**src/rtl/pll_search_pkg.sv**
```systemverilog
package pll_search_pkg;

  // operand selection for the shared divider
  typedef enum logic [1:0] {
    SEL_LO,   // lower output-divider bound
    SEL_HI,   // upper output-divider bound
    SEL_F,    // feedback multiplier
    SEL_C     // candidate rate
  } divSel_e;

  // strobes from control to datapath
  typedef struct packed {
    logic    loadIn;
    logic    divGo;
    divSel_e divSel;
    logic    capLo;
    logic    capHi;
    logic    capF;
    logic    capCur;
    logic    advance;
    logic    takeBest;
    logic    publish;
  } strobe_t;

  // status from datapath to control
  typedef struct packed {
    logic tgtInZero;
    logic odOk;
    logic fZero;
    logic better;
    logic exact;
    logic lastR;
    logic divFin;
  } flags_t;

endpackage

```
**src/rtl/pll_search_div.sv**
```systemverilog
module pll_search_div #(
  parameter int W = 48
) (
  input  logic         clk,
  input  logic         rstN,
  input  logic         go,
  input  logic [W-1:0] dividend,
  input  logic [W-1:0] divisor,
  output logic         fin,
  output logic [W-1:0] quotient
);
  localparam int CW = $clog2(W + 1);

  logic [W-1:0]  remQ, quoQ, dvsQ, remNext;
  logic [CW-1:0] cntQ;
  logic          finQ;
  logic [W:0]    shifted;
  logic [W+1:0]  trial;

  // one restoring step: shift in the next dividend bit, try a subtract
  always_comb begin
    shifted = {remQ, quoQ[W-1]};
    trial   = {1'b0, shifted} - {2'b00, dvsQ};
    remNext = trial[W+1] ? shifted[W-1:0] : trial[W-1:0];
  end

  always_ff @(posedge clk or negedge rstN) begin
    if (!rstN) begin
      remQ <= '0;
      quoQ <= '0;
      dvsQ <= '0;
      cntQ <= '0;
      finQ <= 1'b0;
    end else begin
      finQ <= 1'b0;
      if (go) begin
        remQ <= '0;
        quoQ <= dividend;
        dvsQ <= divisor;
        cntQ <= CW'(W);
      end else if (cntQ != '0) begin
        remQ <= remNext;
        quoQ <= {quoQ[W-2:0], ~trial[W+1]};
        cntQ <= cntQ - CW'(1);
        finQ <= (cntQ == CW'(1));
      end
    end
  end

  assign fin      = finQ;
  assign quotient = quoQ;

  // each division reports completion exactly once
  a_r1_fin_single: assert property (@(posedge clk) disable iff (!rstN)
    finQ |=> !finQ);
  // a finished division leaves the divider idle
  a_r1_fin_idle: assert property (@(posedge clk) disable iff (!rstN)
    finQ |-> (cntQ == '0));

endmodule

```
**src/rtl/pll_search_ctrl.sv**
```systemverilog
module pll_search_ctrl
  import pll_search_pkg::*;
(
  input  logic    clk,
  input  logic    rstN,
  input  logic    start,
  input  flags_t  flg,
  output strobe_t stb,
  output logic    busy,
  output logic    done
);
  typedef enum logic [3:0] {
    ST_IDLE, ST_LO_GO, ST_LO_WAIT, ST_HI_GO, ST_HI_WAIT, ST_OD_CHK,
    ST_F_GO, ST_F_WAIT, ST_F_CHK, ST_C_GO, ST_C_WAIT, ST_CMP, ST_FIN
  } state_e;

  state_e stateQ, nxt;
  logic   doneQ;

  always_comb begin
    stb = '0;
    nxt = stateQ;
    unique case (stateQ)
      ST_IDLE: if (start) begin
        stb.loadIn = 1'b1;
        nxt = flg.tgtInZero ? ST_FIN : ST_LO_GO;
      end
      ST_LO_GO: begin
        stb.divGo = 1'b1; stb.divSel = SEL_LO; nxt = ST_LO_WAIT;
      end
      ST_LO_WAIT: if (flg.divFin) begin
        stb.capLo = 1'b1; nxt = ST_HI_GO;
      end
      ST_HI_GO: begin
        stb.divGo = 1'b1; stb.divSel = SEL_HI; nxt = ST_HI_WAIT;
      end
      ST_HI_WAIT: if (flg.divFin) begin
        stb.capHi = 1'b1; nxt = ST_OD_CHK;
      end
      ST_OD_CHK: nxt = flg.odOk ? ST_F_GO : ST_FIN;
      ST_F_GO: begin
        stb.divGo = 1'b1; stb.divSel = SEL_F; nxt = ST_F_WAIT;
      end
      ST_F_WAIT: if (flg.divFin) begin
        stb.capF = 1'b1; nxt = ST_F_CHK;
      end
      ST_F_CHK: begin
        if (flg.fZero) begin
          stb.advance = 1'b1;
          nxt = flg.lastR ? ST_OD_CHK : ST_F_GO;
        end else begin
          nxt = ST_C_GO;
        end
      end
      ST_C_GO: begin
        stb.divGo = 1'b1; stb.divSel = SEL_C; nxt = ST_C_WAIT;
      end
      ST_C_WAIT: if (flg.divFin) begin
        stb.capCur = 1'b1; nxt = ST_CMP;
      end
      ST_CMP: begin
        stb.takeBest = flg.better;
        if (flg.better && flg.exact) begin
          nxt = ST_FIN;
        end else begin
          stb.advance = 1'b1;
          nxt = flg.lastR ? ST_OD_CHK : ST_F_GO;
        end
      end
      ST_FIN: begin
        stb.publish = 1'b1; nxt = ST_IDLE;
      end
      default: nxt = ST_IDLE;
    endcase
  end

  always_ff @(posedge clk or negedge rstN) begin
    if (!rstN) begin
      stateQ <= ST_IDLE;
      doneQ  <= 1'b0;
    end else begin
      stateQ <= nxt;
      doneQ  <= (stateQ == ST_FIN);
    end
  end

  assign busy = (stateQ != ST_IDLE);
  assign done = doneQ;

  // an idle start is accepted on the next edge
  a_r8_start_accept: assert property (@(posedge clk) disable iff (!rstN)
    (!busy && start) |=> busy);
  // done lasts one cycle and only while idle
  a_r8_done_pulse: assert property (@(posedge clk) disable iff (!rstN)
    done |=> !done);
  a_r8_done_idle: assert property (@(posedge clk) disable iff (!rstN)
    done |-> !busy);
  // zero target finishes two cycles after the start
  a_r7_zero_fast: assert property (@(posedge clk) disable iff (!rstN)
    (!busy && start && flg.tgtInZero) |=> ##1 done);
  // an exact new best ends the search
  a_r5_exact_stop: assert property (@(posedge clk) disable iff (!rstN)
    (stateQ == ST_CMP && flg.better && flg.exact) |=> (stateQ == ST_FIN));

endmodule

```
**src/rtl/pll_search_dp.sv**
```systemverilog
module pll_search_dp
  import pll_search_pkg::*;
#(
  parameter int          FREQ_W   = 32,
  parameter int          DIV_W    = 48,
  parameter int          R_BITS   = 6,
  parameter int          F_BITS   = 13,
  parameter int          OD_BITS  = 3,
  parameter int unsigned OD_LO_HZ = 120000000,
  parameter int unsigned OD_HI_HZ = 600000000
) (
  input  logic                clk,
  input  logic                rstN,
  input  logic [FREQ_W-1:0]   refHz,
  input  logic [FREQ_W-1:0]   targetHz,
  input  strobe_t             stb,
  output flags_t              flg,
  output logic [FREQ_W:0]     rateHz,
  output logic [R_BITS:0]     rDiv,
  output logic [F_BITS:0]     fMul,
  output logic [OD_BITS:0]    odDiv,
  output logic                noSolution
);
  localparam int R_MAX  = 1 << R_BITS;
  localparam int F_MAX  = 1 << F_BITS;
  localparam int OD_MAX = 1 << OD_BITS;
  localparam int RW     = R_BITS + 1;
  localparam int FW     = F_BITS + 1;
  localparam int OW     = OD_BITS + 1;
  localparam int RATE_W = FREQ_W + 1;

  logic [FREQ_W-1:0] refQ, tgtQ;
  logic [OW-1:0]     odLoQ, odHiQ, odQ, bestOd;
  logic [RW-1:0]     rQ, bestR;
  logic [FW-1:0]     fQ, bestF;
  logic [RATE_W-1:0] curQ, bestQ;

  logic [DIV_W-1:0] rod2W, dvd, dvs, q;
  logic             divFin;
  logic [OW-1:0]    odLoNext, odHiNext;
  logic [FW-1:0]    fNext;

  assign rod2W = (DIV_W'(rQ) * DIV_W'(odQ)) << 1;

  always_comb begin
    unique case (stb.divSel)
      SEL_LO: begin dvd = DIV_W'(OD_LO_HZ); dvs = DIV_W'(tgtQ); end
      SEL_HI: begin dvd = DIV_W'(OD_HI_HZ); dvs = DIV_W'(tgtQ); end
      SEL_F:  begin dvd = (DIV_W'(tgtQ) + DIV_W'(1)) * rod2W; dvs = DIV_W'(refQ); end
      default: begin dvd = DIV_W'(refQ) * DIV_W'(fQ); dvs = rod2W; end
    endcase
  end

  pll_search_div #(.W(DIV_W)) u_div (
    .clk(clk), .rstN(rstN), .go(stb.divGo),
    .dividend(dvd), .divisor(dvs), .fin(divFin), .quotient(q)
  );

  // saturate quotients into the narrow loop registers
  always_comb begin
    odLoNext = (q >= DIV_W'(OD_MAX)) ? OW'(OD_MAX + 1) : (q[OW-1:0] + OW'(1));
    odHiNext = (q >  DIV_W'(OD_MAX)) ? OW'(OD_MAX)     : q[OW-1:0];
    fNext    = (q >  DIV_W'(F_MAX))  ? FW'(F_MAX)      : q[FW-1:0];
  end

  always_comb begin
    flg.tgtInZero = (targetHz == '0);
    flg.odOk      = (odQ <= odHiQ);
    flg.fZero     = (fQ == '0);
    flg.better    = (curQ > bestQ);
    flg.exact     = (curQ == RATE_W'(tgtQ));
    flg.lastR     = (rQ == RW'(R_MAX));
    flg.divFin    = divFin;
  end

  always_ff @(posedge clk or negedge rstN) begin
    if (!rstN) begin
      refQ <= '0; tgtQ <= '0;
      odLoQ <= '0; odHiQ <= '0; odQ <= '0; rQ <= '0;
      fQ <= '0; curQ <= '0;
      bestQ <= '0; bestR <= '0; bestF <= '0; bestOd <= '0;
      rateHz <= '0; rDiv <= '0; fMul <= '0; odDiv <= '0; noSolution <= 1'b0;
    end else begin
      if (stb.loadIn) begin
        refQ <= refHz; tgtQ <= targetHz;
        bestQ <= '0; bestR <= '0; bestF <= '0; bestOd <= '0;
      end
      if (stb.capLo) odLoQ <= odLoNext;
      if (stb.capHi) begin
        odHiQ <= odHiNext;
        odQ   <= odLoQ;
        rQ    <= RW'(1);
      end
      if (stb.capF)   fQ   <= fNext;
      if (stb.capCur) curQ <= q[RATE_W-1:0];
      if (stb.advance) begin
        if (rQ == RW'(R_MAX)) begin
          rQ  <= RW'(1);
          odQ <= odQ + OW'(1);
        end else begin
          rQ <= rQ + RW'(1);
        end
      end
      if (stb.takeBest) begin
        bestQ <= curQ; bestR <= rQ; bestF <= fQ; bestOd <= odQ;
      end
      if (stb.publish) begin
        rateHz     <= bestQ;
        rDiv       <= bestR;
        fMul       <= bestF;
        odDiv      <= bestOd;
        noSolution <= (bestQ == '0);
      end
    end
  end

  // a kept candidate lies inside the output-divider window
  a_r2_od_window: assert property (@(posedge clk) disable iff (!rstN)
    stb.takeBest |-> (odQ >= odLoQ && odQ <= odHiQ && odQ != '0 && odQ <= OW'(OD_MAX)));
  // the best rate only ever rises
  a_r3_strict_gain: assert property (@(posedge clk) disable iff (!rstN)
    stb.takeBest |=> (bestQ > $past(bestQ)));
  // a kept multiplier is nonzero and within the clamp
  a_r4_f_range: assert property (@(posedge clk) disable iff (!rstN)
    stb.takeBest |-> (fQ != '0 && fQ <= FW'(F_MAX)));
  // reference divider stays within 1..64 during the walk
  a_r3_r_range: assert property (@(posedge clk) disable iff (!rstN)
    stb.capCur |-> (rQ != '0 && rQ <= RW'(R_MAX)));

endmodule

```
**src/rtl/pll_search.sv**
```systemverilog
module pll_search
  import pll_search_pkg::*;
#(
  parameter int FREQ_W  = 32,
  parameter int DIV_W   = 48,
  parameter int R_BITS  = 6,
  parameter int F_BITS  = 13,
  parameter int OD_BITS = 3
) (
  input  logic              clk,
  input  logic              rstN,
  input  logic              start,
  input  logic [FREQ_W-1:0] refHz,
  input  logic [FREQ_W-1:0] targetHz,
  output logic              busy,
  output logic              done,
  output logic              noSolution,
  output logic [FREQ_W:0]   rateHz,
  output logic [R_BITS:0]   rDiv,
  output logic [F_BITS:0]   fMul,
  output logic [OD_BITS:0]  odDiv
);
  strobe_t stb;
  flags_t  flg;

  pll_search_ctrl u_ctrl (
    .clk(clk), .rstN(rstN), .start(start), .flg(flg),
    .stb(stb), .busy(busy), .done(done)
  );

  pll_search_dp #(
    .FREQ_W(FREQ_W), .DIV_W(DIV_W), .R_BITS(R_BITS),
    .F_BITS(F_BITS), .OD_BITS(OD_BITS)
  ) u_dp (
    .clk(clk), .rstN(rstN), .refHz(refHz), .targetHz(targetHz),
    .stb(stb), .flg(flg), .rateHz(rateHz), .rDiv(rDiv),
    .fMul(fMul), .odDiv(odDiv), .noSolution(noSolution)
  );

  // results hold while idle and no start arrives
  a_r9_hold: assert property (@(posedge clk) disable iff (!rstN)
    (!busy && !start) |=> ($stable(rateHz) && $stable(rDiv) && $stable(fMul)
                           && $stable(odDiv) && $stable(noSolution)));
  // a reported failure carries zero results
  a_r6_fail_zero: assert property (@(posedge clk) disable iff (!rstN)
    (done && noSolution) |-> (rateHz == '0 && rDiv == '0 && fMul == '0 && odDiv == '0));

endmodule

```
**config.mk**
```make
export PLATFORM = sky130hd
export DESIGN_NAME = pll_search
export DESIGN_NICKNAME = d
export VERILOG_FILES = /design/src/rtl/pll_search_pkg.sv /design/src/rtl/pll_search_div.sv /design/src/rtl/pll_search_ctrl.sv /design/src/rtl/pll_search_dp.sv /design/src/rtl/pll_search.sv
export SDC_FILE = /design/constraint.sdc
export NUM_CORES = 2
export LEC_CHECK = 0
export ABC_AREA = 1
export BUFFER_PORTS_ARGS = -buffer_cell sky130_fd_sc_hd__buf_2
export CORE_MARGIN = 4
export CORE_UTILIZATION = 35
export DETAILED_ROUTE_END_ITERATION = 10
export PLACE_DENSITY = 0.58
export RECOVER_POWER = 25
export SLEW_MARGIN = 10
export SYNTH_ARGS = -nofsm -noshare
export SYNTH_HDL_FRONTEND = slang
export SYNTH_SLANG_ARGS = --single-unit
export TNS_END_PERCENT = 20
```
**constraint.sdc**
```tcl
create_clock -name clk -period 13.3 [get_ports clk]
set_input_delay 0.665 -clock clk [delete_from_list [all_inputs] [get_ports clk]]
set_output_delay 0.665 -clock clk [all_outputs]
set_load 0.02 [all_outputs]
```
After elaboration in Yosys (flattened, before gate mapping)

Cells that the tools add are included.

Bits in registers: 403
Bits in latches: 0
Bits in writable memories: 0
Bits in read-only memories: 0
Bits of input ports: 67
Output and inout port bits: 61
Word-level logic and storage cells: 126
Memories: 0

Add/subtract/negate cells: 6
$mul: 3
Div/mod/pow operators: 0
Magnitude comparators: 5
Equal/unequal tests: 22
Shift-type cells: 0
Mux-type cells: 52
Bitwise operators: 1
Reduce and logical (&&, ||, !) cells: 13

Operators by type and width:

| kind                                                  | number |
|---|---|
| 2-to-1 mux 48 bit                                     | 5 |
| one-hot mux 48 bit (3 select lines)                   | 1 |
| 2-to-1 mux 33 bit                                     | 2 |
| 2-to-1 mux 4 bit                                      | 16 |
| one-hot mux 32 bit (2 select lines)                   | 1 |
| subtractor 49 x 48 -> 50 bit                          | 1 |
| >= comparator 48 x 4 -> 1 bit (second input constant) | 1 |
| > comparator 48 x 14 -> 1 bit (second input constant) | 1 |
| > comparator 48 x 4 -> 1 bit (second input constant)  | 1 |
| multiplier 48 x 11 -> 47 bit                          | 1 |
| one-hot mux 4 bit (12 select lines)                   | 1 |
| multiplier 32 x 14 -> 46 bit                          | 1 |
| 2-to-1 mux 14 bit                                     | 3 |
| 2-to-1 mux 7 bit                                      | 5 |
| adder 32 x 1 -> 33 bit (second input constant)        | 1 |
| equality test 33 x 32 -> 1 bit                        | 1 |
| > comparator 33 bit                                   | 1 |
| logical NOT 33 bit                                    | 1 |
| logical NOT 32 bit                                    | 1 |
| equality test 4 bit (second input constant)           | 5 |
| equality test 4 x 3 -> 1 bit (second input constant)  | 4 |
| logical NOT 14 bit                                    | 1 |
| 2-to-1 mux 1 bit                                      | 13 |
| 2-to-1 mux 6 bit                                      | 2 |
| 25 further kinds                                      | 32 |

Longest topological paths before layout

Word-level depth: 5
Depth in mapped cells: 42
Mapped depth without buffers: 40

Cells and area by module

From an unflattened synthesis, not the netlist that was laid out.

Cell total of the unflattened synthesis: 7392
Area total of the unflattened synthesis: 52132.5 µm²

By module, submodules not included:

| module          | instances | cells an instance | area each (µm²) | seq. area each (µm²) |
|---|---|---|---|---|
| pll_search_dp   | 1         | 5599              | 40701.5         | 6180.9 |
| pll_search_div  | 1         | 1698              | 10903.0         | 3778.6 |
| pll_search_ctrl | 1         | 95                | 528.0           | 125.1 |

Least setup slack after synthesis

Ideal clock, no wire load.

Path type: reg2reg
Start: reg u_dp.odQ[1]
End: reg u_dp.u_div.quoQ[38] (netlist: u_dp.u_div.quotient[38])
Setup time: 0.127 ns
Arrival time: 7.489 ns
Required time: 13.173 ns
Setup slack: 5.684 ns
Stages on the path, launching flop included: 33
Path buffers: 2
Clock period less this slack: 7.616 ns
Path through: dfrtp_1 -> clkbuf_1 -> nand2_1 -> fa_1 -> inv_1 -> fa_1 -> inv_1 -> fa_1 -> o21ai_1 -> inv_1 -> o221ai_2 -> xor2_2 -> inv_2 -> clkbuf_1 -> nor2_1 -> fa_1 -> fa_1 -> fa_1 -> fa_1 -> inv_1 -> fa_1 -> inv_1 -> ha_1 -> a21oi_1 -> a21boi_0 -> nand2_1 -> nand2_1 -> nand2_1 -> nand2_1 -> nand3_1 -> or2_2 -> nand3_1 -> nand3b_1

Cells in the longest elaborated chain, start to end: 4

Ends and longest elaborated chain:

| what                                | RTL line             | text |
|---|---|---|
| start: declaration                  | pll_search_dp.sv:33  | `logic [OW-1:0] odLoQ, odHiQ, odQ, bestOd;` |
| start signal: assignment            | pll_search_dp.sv:91  | `odQ <= odLoQ;` |
| start signal: assignment            | pll_search_dp.sv:99  | `odQ <= odQ + OW'(1);` |
| multiplier 7 x 4 -> 11 bit          | pll_search_dp.sv:43  | `assign rod2W = (DIV_W'(rQ) * DIV_W'(odQ)) << 1;` |
| multiplier 48 x 11 -> 47 bit        | pll_search_dp.sv:49  | `SEL_F: begin dvd = (DIV_W'(tgtQ) + DIV_W'(1)) * rod2W; dvs = DIV_W'(refQ); end` |
| one-hot mux 48 bit (3 select lines) | pll_search_dp.sv:46  | `unique case (stb.divSel)` |
| 2-to-1 mux 48 bit                   | pll_search_div.sv:36 | `if (go) begin` |
| end signal: assignment              | pll_search_div.sv:38 | `quoQ <= dividend;` |
| end signal: assignment              | pll_search_div.sv:43 | `quoQ <= {quoQ[W-2:0], ~trial[W+1]};` |
| end: declaration                    | pll_search_div.sv:14 | `logic [W-1:0] remQ, quoQ, dvsQ, remNext;` |

No other way between the ends.
A chain may end at the register's enable or synchronous reset.

Worst setup path after layout

Start: reg u_dp.odQ[1]
End: reg u_dp.u_div.quoQ[41] (netlist: u_dp.u_div.quotient[41])

Same word-level chain as after synthesis.

==> out/results.txt <==
status: complete, but fails checks
failing checks: max-capacitance violations, max-slew violations
top cells by count, synth: 1774 x nand2_1, 1293 x inv_1, 647 x fa_1, 502 x nor2_1, 387 x dfrtp_1
antenna viol nets, final: 0
Layout area overhead: 8.41%
pre-CTS WS: 4.10 ns
worst-path fanout max: 26
Final Hold Vio Count: 0
Post-synth EDFFs: 0
nets: 7528
layout cells sized above 1: 5.90%
vias in the first global route: 43482
Syn Inst Count: 6514
clock power share: 18.9%
initial core utilization: 35.4%
GRT Overall Usage: 24.0%
Synthesis Warnings: 0
Avg WL per Cell: 20.8 um
# IOs: 128
Synth Register Bits: 387
most used cell, CP: fa_1
Worst Max-Slew Pin Slew: 6.24 ns
GRT Residual Overflow: 0
DIE AREA: 146000 um^2
f_max: 107 MHz
Max Cap Viol: 4
Max Buffers Root-to-Sink: 3
Leak: 27.8 nW
Final WS setup: 3.99 ns
FFs w/ async S/R, synth: 100%
multi-input logic area: 33400 um^2
clock slew at reported path FFs: 0.07 ns
final HPWL from detailed placement: 142 mm
Slew headroom: -316%
Slew Viols, Final: 274
initial antenna violation count: 9
fin util: 38.4%
fillcell total: 14585
setup TNS: 0 ns
RSZ-0062 raised after global routing: false
post-CTS resize count: 0
library cells used by synthesis: 68
Worst setup EP type: register
sw power: 3.92 mW
IO Port Bufs: 127
most common cell in the synthesized netlist: nand2_1
Slowest-stage cell, CP: xor2_2
largest net degree at the start of global routing: 103
top cells by area, synth: fa_1 26%, dfrtp_1 20%, nand2_1 14%
drt pass-1 iters: 6
Post-CTS Setup Inserts: 0
Internal: 3.40 mW
post-route cell area: 53100 um^2
Comb pwr share: 52.3%
critical path's largest stage delay: 0.69 ns
CTS Hold Buffers Added: 0
first-pass GRT wire length: 270 mm
DRC Markers: 0
Clock Sink Count: 387
chip width: 382 um
hold slack: 0.254 ns
first-iteration detailed-routing DRC count: 3829
post-synth top area cell: fa_1
VDD IR max: 0.191 mV
GPL Wtd Cong: 0.992
Critical Path RT: 13.81 ns
dpl cell area: 51500 um^2
cts bufs inserted: 48
Routed WL: 175 mm
post-synth net total: 7519
Hold Crit Class: input port to register
Period minus WS final: 9.31 ns
Seq pwr share: 28.8%
post-synthesis cell area: 49000 um^2
Arr. time, crit path: 9.82 ns
switch share: 53.5%
Clock Skews: 0.0266 ns
area share of the largest cell type after synthesis: 26.5%
critical path class: register to register
Top FF cell, synth: dfrtp_1
vias after detailed routing: 43638
core area: 138000 um^2
Pwr Density: 138 nW/um^2
final setup violating endpoints: 0
fin crit share: 70.0%
Startpoint Class: register
register area: 9690 um^2
Via density: 5.18
clock latency on the worst-skew pair: 0.64 ns
sequential share of the synthesized area: 19.8%
H-tree levels: 2
Root Buffer: clkbuf_16
syn_area_per_cell: 7.52 um^2
Die Y: 382 um
TritonCTS clock tree: built
row count: 136
power by group through the flow:
| stage | clock network [mW] | registers (mW) | logic [mW] |
|---|---|---|---|
| 2_1_floorplan | 0 | 1.91 | 2.36 |
| 3_3_place_gp | 0 | 2.12 | 3.75 |
| 3_5_place_dp | 0 | 2.12 | 3.77 |
| 4_1_cts | 1.41 | 2.10 | 3.79 |
| 5_1_grt | 1.46 | 2.14 | 4.18 |
| 6_report | 1.38 | 2.11 | 3.83 |
cell type report:
type | count | area share (%)
multi-input cells | 4582 | 63.0
flip-flops and latches | 387 | 18.3
inverters | 1323 | 9.36
well taps | 1863 | 4.39
clock buffers | 63 | 2.54
repair buffers | 181 | 1.94
clock inverters | 26 | 0.540
diodes | 4 | 0.0189
registers in the layout, indices dropped and copies added (netlist names), 6 cells and up:
| name | count |
|---|---|
| u_dp.u_div.quotient | 48 |
| u_dp.u_div.remQ | 48 |
| u_dp.bestQ | 33 |
| u_dp.curQ | 33 |
| u_dp.rateHz | 33 |
| u_dp.refQ | 32 |
| u_dp.tgtQ | 32 |
| u_dp.u_div.dvsQ | 32 |
| u_dp.bestF | 14 |
| u_dp.fMul | 14 |
| u_dp.fQ | 14 |
| u_dp.bestR | 7 |
| u_dp.rDiv | 7 |
| u_dp.rQ | 7 |
| u_dp.u_div.cntQ | 6 |
per-stage QoR:
step                instances  power (mW)
global route             8425        7.78
detailed placement       8336        5.89
finish                   8429        7.32
floorplan                6514        4.27
CTS                      8425        7.30
global placement         8336        5.87
worst max-delay path, delay by kind of cell (launching register included):
family	cells	cell delay, ns
fa+ha+maj	9	4.46
simple gates	13	2.22
buf+inv	7	0.84
xor+xnor	1	0.69
flops	1	0.60
compound gates	2	0.35
logic make-up (layout without fill, tap and decap cells):
family | Yosys count | count (layout) | synth area share [%]
buffers and inverters | 1545 | 1593 | 12.0
AND/OR/NAND/NOR | 2782 | 2782 | 23.5
multiplexers | 30 | 30 | 0.688
AO/OA/AOI/OAI | 772 | 772 | 8.99
adder cells (fa/ha/maj) | 938 | 938 | 33.9
flip-flops | 387 | 387 | 19.8
XOR/XNOR | 60 | 60 | 1.13
other | 0 | 4 | 0
per-layer routing:
layer	wire (um)	vias up	GRT usage, %
li1	-	20060	-
met1	77900	21688	33.6
met2	79000	1598	38.0
met3	11300	290	3.02
met4	7270	2	8.81
met5	25	-	0
cell usage in the layout, fill, tap and decap left out, types with 37 or more instances in the layout:
master        n
nand2_1    1772
inv_1      1293
fa_1        647
nor2_1      501
dfrtp_1     385
o21ai_0     291
ha_1        291
nand3_1     248
a21oi_1     224
buf_2       125
o22ai_1      98
nand4_1      64
nor3_1       57
buf_4        51
clkbuf_16    49
nor4_1       37
path summary, 6_finish.rpt:
check | from | cells past startpoint | slack, ns | to
max | u_dp.odQ[1] | 32 | 3.99 | u_dp.u_div.quotient[41]
min | refHz[15] | 2 | 0.25 | u_dp.refQ[15]
max reg2reg | u_dp.odQ[1] | 32 | 3.99 | u_dp.u_div.quotient[41]
min reg2reg | u_dp.bestQ[32] | 1 | 0.47 | u_dp.noSolution
max in group asynchronous | rstN | 3 | 5.49 | u_dp.tgtQ[22]
min in group asynchronous | rstN | 1 | 2.35 | u_dp.refQ[20]
Power figures use the tool's default switching activity.
